===== config.mk =====
export PLATFORM = sky130hd
export DESIGN_NAME = frac_ratio_acc
export DESIGN_NICKNAME = d
export VERILOG_FILES = /design/src/rtl/frac_ratio_acc.sv
export SDC_FILE = /design/constraint.sdc
export NUM_CORES = 1
export LEC_CHECK = 0
export BUFFER_PORTS_ARGS = -buffer_cell sky130_fd_sc_hd__buf_2
export CORE_MARGIN = 2
export CORE_UTILIZATION = 54
export CTS_BUF_LIST = sky130_fd_sc_hd__clkbuf_16
export CTS_CLUSTER_DIAMETER = 50
export DETAILED_ROUTE_END_ITERATION = 10
export MAX_ROUTING_LAYER = met4
export PLACE_DENSITY_LB_ADDON = 0.1
export SLEW_MARGIN = 20
export SYNTH_ARGS = -nofsm -noshare
export SYNTH_HDL_FRONTEND = slang
export SYNTH_SLANG_ARGS = --single-unit

===== constraint.sdc =====
create_clock -name clk -period 5.22 [get_ports clk]
set_input_delay 1.044 -clock clk [delete_from_list [all_inputs] [get_ports clk]]
set_output_delay 1.044 -clock clk [all_outputs]
set_load 0.005 [all_outputs]

===== src/rtl/frac_ratio_acc.sv =====
module frac_ratio_acc #(
  parameter int FRAC_W = 8,
  parameter int INT_W  = 8
) (
  input  logic              clk,
  input  logic              rst,
  input  logic [FRAC_W:0]   frac_k,
  input  logic [INT_W-1:0]  int_n,
  output logic              carry,
  output logic [INT_W:0]    div_ratio
);
  localparam int unsigned    MODULUS = 1 << FRAC_W;
  localparam logic [FRAC_W:0] K_MAX  = (FRAC_W+1)'(MODULUS);

  logic [FRAC_W-1:0] phase;
  logic [FRAC_W:0]   k_eff;
  logic [FRAC_W:0]   sum;

  assign k_eff = (frac_k > K_MAX) ? K_MAX : frac_k;
  assign sum   = {1'b0, phase} + k_eff;

  always_ff @(posedge clk) begin
    if (rst) begin
      phase     <= '0;
      carry     <= 1'b0;
      div_ratio <= '0;
    end else begin
      phase     <= sum[FRAC_W-1:0];
      carry     <= sum[FRAC_W];
      div_ratio <= {1'b0, int_n} + (INT_W+1)'(sum[FRAC_W]);
    end
  end
endmodule



==> impl_metrics.csv <==
group,metric,value,unit
placed_design,dp_cells,164,
global_routing,grt_pass1_vias,771,
sta,finalClockSkew,0.00182,ns
placed_design,hpwl,1490,um
detailed_routing,dr.pass1.iters,4,
final_layout,regArea,360,um^2
detailed_routing,viasPerCell,5.05,
floorplanning,start_util,0.583,
clock_tree,clk_path_buf_depth,2,
yosys,synth_ff_type,"dfxtp_1",
final_layout,syn2layout_area_growth,23.1,%
job,max_cap_violations,0,
global_routing,grt_overflow,0,
sta,fin_setup_tns,0,ns
setup_path,end_kind,"flop",
clock_tree,clkSinkCount,18,
clock_tree,clk_latency,0.24,ns
yosys,synth_cells,114,
detailed_routing,postRouteAntennaNets,0,
detailed_routing,drc,0,
setup_path,cp.required,5.34,ns
yosys,ys_ff_latch,18,
final_layout,multiInputGateArea,641,um^2
placed_design,placed_cell_area,0.00119,mm^2
setup_path,crit_type,"primary input to flop",
setup_path,start_kind,"primary input",
sta,finalSetupViolations,0,
detailed_routing,vias,849,
sta,clock.fmax,288,MHz
setup_path,cp.arrival,3.59,ns
yosys,yosysTopAreaCellShare,0.350,
final_layout,n_antenna_cell,0,
yosys,synth_common_cells,"18 x dfxtp_1, 18 x nor2_1, 13 x nor2b_1",
sta,min_period_over_period,0.665,
clock_tree,cts_resized,0,
final_layout,final_nets,174,
final_layout,final_util,0.718,
yosys,synth.largest_area_cell,"dfxtp_1",
yosys,syn_area_per_cell,9.02,um^2
floorplanning,die_w,47.6,um
yosys,synthTopCellsByArea,"dfxtp_1 35%, ha_1 12%, nor2b_1 7.9%",
sta,maxSlewHeadroom,0.746,
floorplanning,ios,29,
floorplanning,die_y,47.6,um
clock_tree,cts.clk_slew.worst_paths,0.05,ns
pwr,power_density,325,mW/mm^2
floorplanning,coreArea,0.00176,mm^2
pwr,peakVddDrop,396,uV
placed_design,io_buffers,28,
worst_hold_path,min_path_type,"flop to flop",
yosys,async_flop_share,0,
outcome,status,"completed",
detailed_routing,detail_route.wl_per_cell,11.4,um
setup_path,r2r_slack,2.58,ns
clock_tree,htreeDepth,1,
sta,rsz0062_at_grt,"false",
clock_tree,cts_hold_buffers,0,
sta,hold_violations,0,
clock_tree,postCtsSetupBuffers,0,
yosys,synth_warnings,0,
sta,maxSlewViolCount,0,
global_routing,grt_pass1_wl,3040,um
global_routing,grt_max_degree,25,
yosys,synth_edf_count,0,
sta,tightest_slew,0.381,ns
final_layout,layout-drive-gt1-share,0.280,
global_routing,grt_antenna_before_repair,0,
clock_tree,cts_inserted_buffers,3,
yosys,netlist_area,0.00103,mm^2
pwr,power_leakage,0.000589,uW
final_layout,post-route-cell-area,0.00127,mm^2
detailed_routing,wl,1910,um
yosys,synth_seq_area_share,0.350,
placed_design,routabilityCongestion,0.970,
clock_tree,cts_tree,"built",
clock_tree,cts_root_buffer,"clkbuf_16",
global_routing,track_usage,0.196,
yosys,synth_nets,144,
floorplanning,die_area,0.00227,mm^2
yosys,ys_types,32,
setup_path,path_max_fanout,11,
sta,layout_min_cycle_time,3.47,ns
detailed_routing,first_iter_violations,15,
final_layout,instances_no_fill,168,
final_layout,nFillCells,147,
floorplanning,rows,15,
[power by group]
| group | switching, uW | internal, uW | total [uW] |
|---|---|---|---|
| Sequential | 4.53 | 154 | 158 |
| Clock | 49.1 | 102 | 151 |
| Combinational | 53.1 | 49.6 | 103 |
| Total | 107 | 305 | 412 |
[flip-flops by register name, indices dropped and copies added, names as in the netlist]
signal and count:
carry 1, phase 8, div_ratio 9
[routing by layer]
layer  up-vias  wire [um]  global-route usage
met5         -          0                   -
met4         0         14              0.0541
met3         2         87              0.0604
met2        19        938               0.341
met1       384        872               0.217
li1        444          -                   -
[cell usage in the layout, fill, tap and decap left out]
cell type and n:
a211oi_1 1, a211oi_2 1, a21o_1 1, a21oi_1 3, a21oi_2 1, a31oi_1 1
and3_1 1, and4_1 1, buf_2 28, clkbuf_16 3, clkinv_1 1, dfxtp_1 18
fa_1 1, ha_1 10, inv_1 4, mux2_2 3, nand2_1 5, nand2b_1 3
nand3_1 3, nand4_1 1, nor2_1 18, nor2b_1 13, nor3_1 3, nor3b_1 1
nor4b_1 1, o211ai_2 1, o21ai_0 3, o21bai_1 1, o41ai_2 1, or3b_2 1
or4_4 1, xnor2_1 3, xor2_1 6
[kinds of logic (layout without fill, tap and decap cells)]
group | Yosys count | count (layout) | synth area share
XOR/XNOR | 9 | 9 | 0.0766
AND/OR/NAND/NOR | 52 | 52 | 0.266
multiplexers | 3 | 3 | 0.0328
flip-flops | 18 | 18 | 0.350
AO/OA/AOI/OAI | 14 | 14 | 0.106
buffers and inverters | 7 | 36 | 0.0268
adder cells (fa/ha/maj) | 11 | 11 | 0.141
[critical path, cell delays in order]
cell and delay (ns):
buf_2 0.17, nor2b_1 0.15, ha_1 0.22, inv_1 0.07, fa_1 0.39, nand2b_1 0.16
a21oi_1 0.26, a21oi_1 0.16, xnor2_1 0.17, ha_1 0.23, ha_1 0.24, nand3_1 0.11
xor2_1 0.14, nor2_1 0.06
[per-stage QoR]
step           hold WS (ns)  total power (uW)  setup WS, ns
6_report              0.590               412          1.75
5_1_grt               0.661               436          1.60
4_1_cts               0.609               416          1.75
3_5_place_dp          0.596               264          1.53
3_3_place_gp          0.559               261          1.63
2_1_floorplan         0.537               236          1.78
[final timing paths]
path	startpoint	to	cells past startpoint
max	frac_k[8]	div_ratio[4]	14
min	phase[0]	phase[0]	2
max reg2reg	phase[0]	div_ratio[4]	12
min reg2reg	phase[0]	phase[0]	2
[final cells by class]
cell class / instances / area share
clock buffer: 3 / 0.0593
clock inverter: 1 / 0.00296
inverter: 4 / 0.0119
multi-input combinational: 89 / 0.506
sequential: 18 / 0.285
tap: 25 / 0.0247
timing repair buffer: 28 / 0.111
(Power assumes the default switching activity.)
